`config.mk`:
```
export PLATFORM = sky130hd
export DESIGN_NAME = otp_slot_mgr
export DESIGN_NICKNAME = d
export VERILOG_FILES = /design/src/rtl/otp_mgr_pkg.sv /design/src/rtl/otp_slot_bank.sv /design/src/rtl/otp_prog_fsm.sv /design/src/rtl/otp_slot_mgr.sv
export SDC_FILE = /design/constraint.sdc
export NUM_CORES = 1
export LEC_CHECK = 0
export BUFFER_PORTS_ARGS = -buffer_cell sky130_fd_sc_hd__buf_2
export CORE_UTILIZATION = 55
export CTS_BUF_LIST = sky130_fd_sc_hd__clkbuf_8
export CTS_CLUSTER_DIAMETER = 40
export DETAILED_ROUTE_END_ITERATION = 16
export GPL_ROUTABILITY_DRIVEN = 0
export PLACE_DENSITY = 0.75
export SLEW_MARGIN = 20
export SYNTH_ARGS = -nofsm -noshare
export SYNTH_HDL_FRONTEND = slang
export SYNTH_SLANG_ARGS = --single-unit
```
`constraint.sdc`:
```
create_clock -name clk -period 5.2 [get_ports clk]
set_input_delay 0.78 -clock clk [delete_from_list [all_inputs] [get_ports clk]]
set_output_delay 0.78 -clock clk [all_outputs]
set_load 0.01 [all_outputs]
```
`src/rtl/otp_mgr_pkg.sv`:
```
package otp_mgr_pkg;
    typedef enum logic [1:0] {
        ST_IDLE   = 2'd0,
        ST_SUPPLY = 2'd1,
        ST_STROBE = 2'd2
    } prog_state_e;
endpackage

```
`src/rtl/otp_slot_bank.sv`:
```
module otp_slot_bank #(
    parameter int NSLOTS = 4,
    parameter int W      = 10
) (
    input  logic              clk,
    input  logic              rst_n,
    input  logic              commit,
    input  logic [W-1:0]      commit_data,
    output logic [NSLOTS-1:0] used,
    output logic              full,
    output logic              any,
    output logic [W-1:0]      latest
);
    logic [NSLOTS-1:0] sel;
    logic [W-1:0]      vals [NSLOTS];

    for (genvar i = 0; i < NSLOTS; i++) begin : g_slot
        logic         v_q;
        logic [W-1:0] d_q;
        if (i == 0) begin : g_first
            assign sel[i] = !v_q;
        end else begin : g_rest
            assign sel[i] = used[i-1] && !v_q;
        end
        always_ff @(posedge clk) begin
            if (!rst_n) begin
                v_q <= 1'b0;
                d_q <= '0;
            end else if (commit && sel[i]) begin
                v_q <= 1'b1;
                d_q <= commit_data;
            end
        end
        assign used[i] = v_q;
        assign vals[i] = d_q;
    end

    always_comb begin
        latest = '0;
        for (int i = 0; i < NSLOTS; i++) begin
            if (used[i]) latest = vals[i];
        end
    end

    assign full = used[NSLOTS-1];
    assign any  = used[0];

    AST_THERMO_STATUS: assert property (@(posedge clk) disable iff (!rst_n)
        ((used + 1'b1) & used) == '0);
    AST_LOCKED_STABLE: assert property (@(posedge clk) disable iff (!rst_n)
        full |=> ($stable(used) && $stable(latest)));
    AST_NO_COMMIT_NO_CHANGE: assert property (@(posedge clk) disable iff (!rst_n)
        !commit |=> $stable(used));
endmodule

```
`src/rtl/otp_prog_fsm.sv`:
```
module otp_prog_fsm
    import otp_mgr_pkg::*;
#(
    parameter int W          = 10,
    parameter int SETUP_CYC  = 200,
    parameter int STROBE_CYC = 2000
) (
    input  logic         clk,
    input  logic         rst_n,
    input  logic         soft_rst,
    input  logic         wr_req,
    input  logic [W-1:0] wr_data,
    input  logic         full,
    output logic         busy,
    output logic         supply_en,
    output logic         strobe,
    output logic         commit,
    output logic [W-1:0] commit_data
);
    localparam int MAXC = (SETUP_CYC > STROBE_CYC) ? SETUP_CYC : STROBE_CYC;
    localparam int CW   = $clog2(MAXC + 1);

    prog_state_e   state, nxt;
    logic [CW-1:0] cnt;
    logic [W-1:0]  data_q;
    logic          last_strobe;

    always_ff @(posedge clk) begin
        if (!rst_n) begin
            state  <= ST_IDLE;
            cnt    <= '0;
            data_q <= '0;
        end else begin
            state <= nxt;
            if (state != nxt || nxt == ST_IDLE) cnt <= '0;
            else                                cnt <= cnt + 1'b1;
            if (state == ST_IDLE && nxt == ST_SUPPLY) data_q <= wr_data;
        end
    end

    assign last_strobe = (cnt == CW'(STROBE_CYC - 1));

    always_comb begin
        nxt = state;
        unique case (state)
            ST_IDLE:   if (!soft_rst && wr_req && !full) nxt = ST_SUPPLY;
            ST_SUPPLY: if (soft_rst) nxt = ST_IDLE;
                       else if (cnt == CW'(SETUP_CYC - 1)) nxt = ST_STROBE;
            ST_STROBE: if (soft_rst || last_strobe) nxt = ST_IDLE;
            default:   nxt = ST_IDLE;
        endcase
    end

    always_comb begin
        busy = 1'b0; supply_en = 1'b0; strobe = 1'b0; commit = 1'b0;
        unique case (state)
            ST_IDLE: ;
            ST_SUPPLY: begin busy = 1'b1; supply_en = 1'b1; end
            ST_STROBE: begin
                busy = 1'b1; supply_en = 1'b1; strobe = 1'b1;
                commit = last_strobe && !soft_rst;
            end
            default: ;
        endcase
    end
    assign commit_data = data_q;

    int lead_q, str_q;
    always_ff @(posedge clk) begin
        if (!rst_n) begin
            lead_q <= 0;
            str_q  <= 0;
        end else begin
            lead_q <= !supply_en ? 0 : (strobe ? lead_q : lead_q + 1);
            str_q  <= strobe ? str_q + 1 : 0;
        end
    end

    AST_SUPPLY_LEAD: assert property (@(posedge clk) disable iff (!rst_n)
        $rose(strobe) |-> (lead_q == SETUP_CYC));
    AST_STROBE_WIDTH: assert property (@(posedge clk) disable iff (!rst_n)
        commit |-> (str_q == STROBE_CYC - 1));
    AST_LOCKOUT_IDLE: assert property (@(posedge clk) disable iff (!rst_n)
        (state == ST_IDLE && full) |=> (state == ST_IDLE));
    AST_BUSY_HOLDS: assert property (@(posedge clk) disable iff (!rst_n)
        (busy && !soft_rst && !commit) |=> busy);
    AST_ABORT_IDLE: assert property (@(posedge clk) disable iff (!rst_n)
        soft_rst |=> !busy);
endmodule

```
`src/rtl/otp_slot_mgr.sv`:
```
module otp_slot_mgr #(
    parameter int W          = 10,
    parameter int NSLOTS     = 4,
    parameter int SETUP_CYC  = 200,
    parameter int STROBE_CYC = 2000
) (
    input  logic              clk,
    input  logic              rst_n,
    input  logic              gc_reset_i,
    input  logic              acquire_i,
    input  logic              wr_req_i,
    input  logic [W-1:0]      wr_data_i,
    output logic              busy_o,
    output logic              supply_en_o,
    output logic              strobe_o,
    output logic [NSLOTS-1:0] status_o,
    output logic [W-1:0]      dac_code_o
);
    localparam logic [W-1:0] MIDSCALE = {1'b1, {(W-1){1'b0}}};

    logic         commit, full, any;
    logic [W-1:0] commit_data, latest;

    otp_prog_fsm #(.W(W), .SETUP_CYC(SETUP_CYC), .STROBE_CYC(STROBE_CYC)) u_fsm (
        .clk(clk), .rst_n(rst_n), .soft_rst(gc_reset_i),
        .wr_req(wr_req_i), .wr_data(wr_data_i), .full(full),
        .busy(busy_o), .supply_en(supply_en_o), .strobe(strobe_o),
        .commit(commit), .commit_data(commit_data)
    );

    otp_slot_bank #(.NSLOTS(NSLOTS), .W(W)) u_bank (
        .clk(clk), .rst_n(rst_n), .commit(commit), .commit_data(commit_data),
        .used(status_o), .full(full), .any(any), .latest(latest)
    );

    always_ff @(posedge clk) begin
        if (!rst_n)          dac_code_o <= MIDSCALE;
        else if (gc_reset_i) dac_code_o <= any ? latest : MIDSCALE;
        else if (commit)     dac_code_o <= commit_data;
        else if (acquire_i)  dac_code_o <= any ? latest : '0;
    end

    AST_ACQ_EMPTY_ZERO: assert property (@(posedge clk) disable iff (!rst_n)
        (acquire_i && !gc_reset_i && !busy_o && status_o == '0) |=> (dac_code_o == '0));
    AST_GC_EMPTY_MID: assert property (@(posedge clk) disable iff (!rst_n)
        (gc_reset_i && status_o == '0) |=> (dac_code_o == MIDSCALE));
    AST_COMMIT_LOADS_DAC: assert property (@(posedge clk) disable iff (!rst_n)
        commit |=> (dac_code_o == $past(commit_data)));
endmodule

```
# Yosys cells after proc, flatten, opt, wreduce, memory -nomap -nowiden

Index checks and enable logic that the tools add are counted.

Input bits: 15
Register bits after elaboration: 77

Mux-type cells: 16
Reductions and logical operators: 23
Eq/ne operators: 6
Bitwise operators: 1
$add $sub $neg: 1

Operators with widths:

| operator                                             | count |
|---|---|
| two-way mux 10 bit                                   | 8 |
| adder 11 x 1 -> 11 bit, second input constant        | 1 |
| equality test 11 bit, second input constant          | 1 |
| equality test 11 x 8 -> 1 bit, second input constant | 1 |
| logical AND 1 bit                                    | 11 |
| two-way mux 2 bit                                    | 4 |
| case mux 2 bit (3 select lines)                      | 1 |
| zero test 1 bit                                      | 5 |
| equality test 2 x 1 -> 1 bit, second input constant  | 2 |
| zero test 2 bit                                      | 2 |
| OR reduction 2 bit                                   | 2 |
| two-way mux 1 bit                                    | 3 |
| nonzero test 3 bit                                   | 1 |
| equality test 2 bit, second input constant           | 1 |
| logical OR 1 bit                                     | 2 |
| inequality test 2 bit                                | 1 |
| NOT 1 bit                                            | 1 |

# Depth between registers and ports, before layout

Depth in word-level cells: 8
Mapped depth: 9
Depth with buffers taken out: 7

# Hierarchy

From an unflattened synthesis, not the netlist that was laid out.

Cells, all modules: 408
Area total of the unflattened synthesis: 3783.6 um2

By module, submodules not included:

| module        | times used | area each (um2) | cells an instance |
|---|---|---|---|
| otp_slot_bank | 1          | 2016.9          | 224 |
| otp_prog_fsm  | 1          | 1218.7          | 130 |
| otp_slot_mgr  | 1          | 548.0           | 54 |

# Least setup slack after synthesis

OpenSTA, ideal clock, no wires.

Path kind: input to register
Start point: input port gc_reset_i
End point: register u_bank.g_slot[2].d_q[0]
Library setup time: 0.132 ns
Setup slack: 2.764 ns
Buffers on the path: 3
Required time: 5.068 ns
Data arrival time: 2.303 ns
Stages on the path: 8
Cell sequence: clkbuf_2 -> nand2b_4 -> or4_4 -> buf_6 -> or3_1 -> buf_2 -> nand2_1 -> a21oi_1

Cells in the longest elaborated chain, start to end: 4

RTL lines:

| element              | line                | RTL |
|---|---|---|
| start, declared      | otp_slot_mgr.sv:9   | `input logic gc_reset_i,` |
| zero test 1 bit      | otp_prog_fsm.sv:61  | `commit = last_strobe && !soft_rst;` |
| logical AND 1 bit    | otp_prog_fsm.sv:61  |  |
| two-way mux 1 bit    | otp_prog_fsm.sv:56  | `unique case (state)` |
| logical AND 1 bit    | otp_slot_bank.sv:29 | `end else if (commit && sel[i]) begin` |
| end signal, assigned | otp_slot_bank.sv:31 | `d_q <= commit_data;` |
| end, declared        | otp_slot_bank.sv:19 | `logic [W-1:0] d_q;` |

No other way between the ends.
A chain may end at the register's enable or synchronous reset.

# Worst setup path in the final report

Start point: register u_fsm.cnt[0]
End point: register u_fsm.data_q[6], in the netlist u_fsm.commit_data[6]

Cells in the longest elaborated chain, start to end: 6
Elaborated cells between the ends (all ways): 9
Those cells by class: eq/ne: 3; mux: 4; reduce/logical: 2

RTL lines:

| element                                                               | line                                   | RTL |
|---|---|---|
| start, declared                                                       | otp_prog_fsm.sv:24                     | `logic [CW-1:0] cnt;` |
| start signal, assigned                                                | otp_prog_fsm.sv:36                     | `else cnt <= cnt + 1'b1;` |
| equality test 11 x 8 -> 1 bit or equality test 11 bit (tied branches) | otp_prog_fsm.sv:48, otp_prog_fsm.sv:41 |  |
| two-way mux 2 bit or logical OR 1 bit (tied branches)                 | otp_prog_fsm.sv:48, otp_prog_fsm.sv:49 |  |
| two-way mux 2 bit (on tied branches)                                  | otp_prog_fsm.sv:47, otp_prog_fsm.sv:49 |  |
| case mux 2 bit (3 select lines) *                                     | otp_prog_fsm.sv:45                     | `unique case (state)` |
| equality test 2 x 1 -> 1 bit *                                        | otp_prog_fsm.sv:37                     | `if (state == ST_IDLE && nxt == ST_SUPPLY) data_q <= wr_data;` |
| logical AND 1 bit *                                                   | otp_prog_fsm.sv:37                     |  |
| end signal, assigned                                                  | otp_prog_fsm.sv:37                     |  |
| end, declared                                                         | otp_prog_fsm.sv:25                     | `logic [W-1:0] data_q;` |

Mark *: on every way between the ends. The rest lies on a longest branch, timed or not.

==> run_results.csv <==
group,metric,value,unit
cells_and_area,area_growth,7.64,%
setup_path,critPathRequiredTime,5480,ps
sta,fin_crit_sh,53.3,%
routing,drtIter0Drc,266,
synthesis,async_reset_ff_share,0,%
cts,clkSinkCount,77,
setup_path,critPathArrivalTime,3050,ps
sta,period_needed,2770,ps
cells_and_area,final_area,3810,sq um
floorplan,initial_core_util,58.3,%
sta,hold_viol,0,
floorplan,io_pins,32,
cts,clk_pin_slew,80,ps
synthesis,avgSynthCellArea,8.26,sq um
sta,rsz0062_at_grt,"false",
routing,via_count,2967,
synthesis,yosys_most_used_dff,"dfxtp_1",
hold_path,hold_class,"flip-flop to flip-flop",
synthesis,yosys_warnings,0,
setup_path,cp_slowest_cell,"nor3_2",
synthesis,seq_area_frac_synth,43.6,%
global_routing,grt_pass1_vias,2599,
global_routing,grt.total_usage,24.9,%
placed_design,place_area,3650,sq um
pwr,ir_drop,171,uV
synthesis,synth_top_area_share,43.6,%
job,drv_cap,0,
cells_and_area,drive_above_1_share,15.1,%
routing,routedWlPerCell,14.6,microns
pwr,leakage,1.32,nW
cells_and_area,n_antenna_cell,0,
synthesis,synth_nets,448,
sta,finClkSkew,7.44,ps
cts,cts_tree,"done",
floorplan,core-area,6060,sq um
sta,max_slew_margin,27.9,%
cells_and_area,final_nets,460,
floorplan,core.rowCount,28,
global_routing,gr-total-overflow,0,
setup_path,cp_cell_sequence,"ha_1 -> nand3_1 -> o311ai_1 -> a221oi_2 -> nor3_2 -> mux2i_1",
cts,cts_setup_buffers,0,
global_routing,antenna_found_initial,0,
routing,wl,7580,microns
synthesis,synthCells,428,
cells_and_area,layout_common_cells,"nand2_1 (114), dfxtp_1 (77), a21oi_1 (66)",
placed_design,port_buffers,31,
routing,via_per_inst,5.71,
cts,hold_buffers,0,
routing,drc,0,
setup_path,cpPeakStageDelay,880,ps
synthesis,yosysUniqueCellTypes,44,
floorplan,dieWidth,82.2,microns
cts,cts_max_path_buffers,2,
pwr,powerDensity,275,nW/um^2
synthesis,ys_ff_latch,77,
cts,root_buffer,"clkbuf_8",
routing,ant_nets,0,
floorplan,die_h,82.2,microns
setup_path,crit_type,"flip-flop to flip-flop",
setup_path,startpoint_type,"flip-flop",
placed_design,hpwl,5100,microns
sta,finalSetupViolations,0,
cts,worstSkewPairLatency,350,ps
sta,worstMarginPinSlew,1080,ps
cts,post_cts_resize_count,0,
synthesis,synth-edff-count,0,
floorplan,dieArea,6750,sq um
synthesis,yosys.area.top_type,"dfxtp_1",
synthesis,synthTopCellsByArea,"dfxtp_1 (44%), nand2_1 (12%), a21oi_1 (9.3%), mux2i_1 (8.5%), and3_1 (2.3%)",
cells_and_area,final_common_cell,"nand2_1",
cts,cts_htree_levels,3,
routing,first_pass_iters,5,
setup_path,critPathMaxFanout,10,
sta,fin_setup_tns,0,ps
outcome,status,"completed",
global_routing,grt_pass1_wl,12500,microns
sta,slew_violations,0,
cts,cts_made_buffers,9,
pwr,power,1.05,mW
sta,clock.fmax,361,MHz
setup_path,end_kind,"flip-flop",
global_routing,grt_max_degree,65,
synthesis,syn_area,3540,sq um
## synth_stat cells (2+ instances only)
master    instances
nand2_1         114
mux2i_1          30
inv_1             8
and2_1            3
ha_1              5
dfxtp_1          77
o21ai_0          10
nor3b_1           2
nor4_1           13
and3_1           13
nor2_1            6
nor3_4            2
nor3_1            2
xor2_1            4
a21oi_1          66
or3_1             2
buf_2             7
xnor2_1           5
a31oi_1           2
or2_2             9
nand4_1           3
nand3_1           4
clkbuf_1         15
buf_4             6
## per-stage QoR
step	setup WS, ps	std cells	hold slack, ps	util, %
finish	2430	520	452	62.8
global route	2130	520	466	62.8
CTS	2440	520	453	62.8
detailed placement	2260	504	443	60.2
global placement	2350	504	438	60.2
floorplan	2760	428	424	-
## critical path: cells and delay by family (launching register included)
kind                     cells  cell delay, ps
AND/OR/NAND/NOR              2            1140
AO/OA/AOI/OAI                2             700
multiplexers                 1             270
flip-flops                   1             360
adder cells (fa/ha/maj)      1             220
## state kept, by name, summed over array words and instances, names as in the netlist
signal             flops
u_bank.full            1
u_fsm.cnt             11
u_bank.g_slot.v_q      2
u_fsm.state            2
u_bank.any             1
dac_code_o            10
u_fsm.commit_data     10
u_bank.g_slot.d_q     40
## where the power goes
group          internal, mW  total [mW]  switching, mW
registers             0.598       0.612         0.0150
logic                0.0197      0.0550         0.0353
clock network         0.166       0.378          0.212
## cell families (layout without fill, tap and decap cells)
| family | Yosys count | after routing | share of synthesized area, % |
|---|---|---|---|
| xor gates and xnor gates | 9 | 9 | 2.23 |
| and+or+nand+nor | 183 | 183 | 25.7 |
| buffers and inverters | 40 | 57 | 5.38 |
| AOI/OAI and AO/OA | 84 | 84 | 12.8 |
| DFF | 77 | 77 | 43.6 |
| adders and majority gates | 5 | 5 | 1.77 |
| muxes | 30 | 30 | 8.49 |
## path summary, 6_finish.rpt
check / endpoint / start / cells past startpoint / slack [ps]
worst max-delay path: u_fsm.commit_data[6] / u_fsm.cnt[0] / 6 / 2430
worst min register to register: u_bank.g_slot[2].d_q[1] / u_bank.g_slot[2].d_q[1] / 2 / 450
worst min-delay path: u_bank.g_slot[2].d_q[1] / u_bank.g_slot[2].d_q[1] / 2 / 450
worst max register to register: u_fsm.commit_data[6] / u_fsm.cnt[0] / 6 / 2430
## routing by layer
| metal | GRT usage (%) | share of wire (%) | vias up | wire length (microns) |
|---|---|---|---|---|
| li1 | - | - | 1479 | - |
| met1 | 36.4 | 51 | 1372 | 3840 |
| met2 | 35.1 | 41 | 99 | 3140 |
| met3 | 4.29 | 6.0 | 17 | 455 |
| met4 | 11.9 | 2.0 | 0 | 149 |
| met5 | 0 | 0 | - | 0 |
## cell type report
class                   instances  area (sq um)
clock buffers                   9           124
clock inverters                 7          35.0
fillers                       538          2250
inverters                       9          33.8
multi-input cells             311          1820
flip-flops and latches         77          1540
well taps                      75          93.8
repair buffers                 32           163
Note: power is estimated with default switching activity, not from simulation.
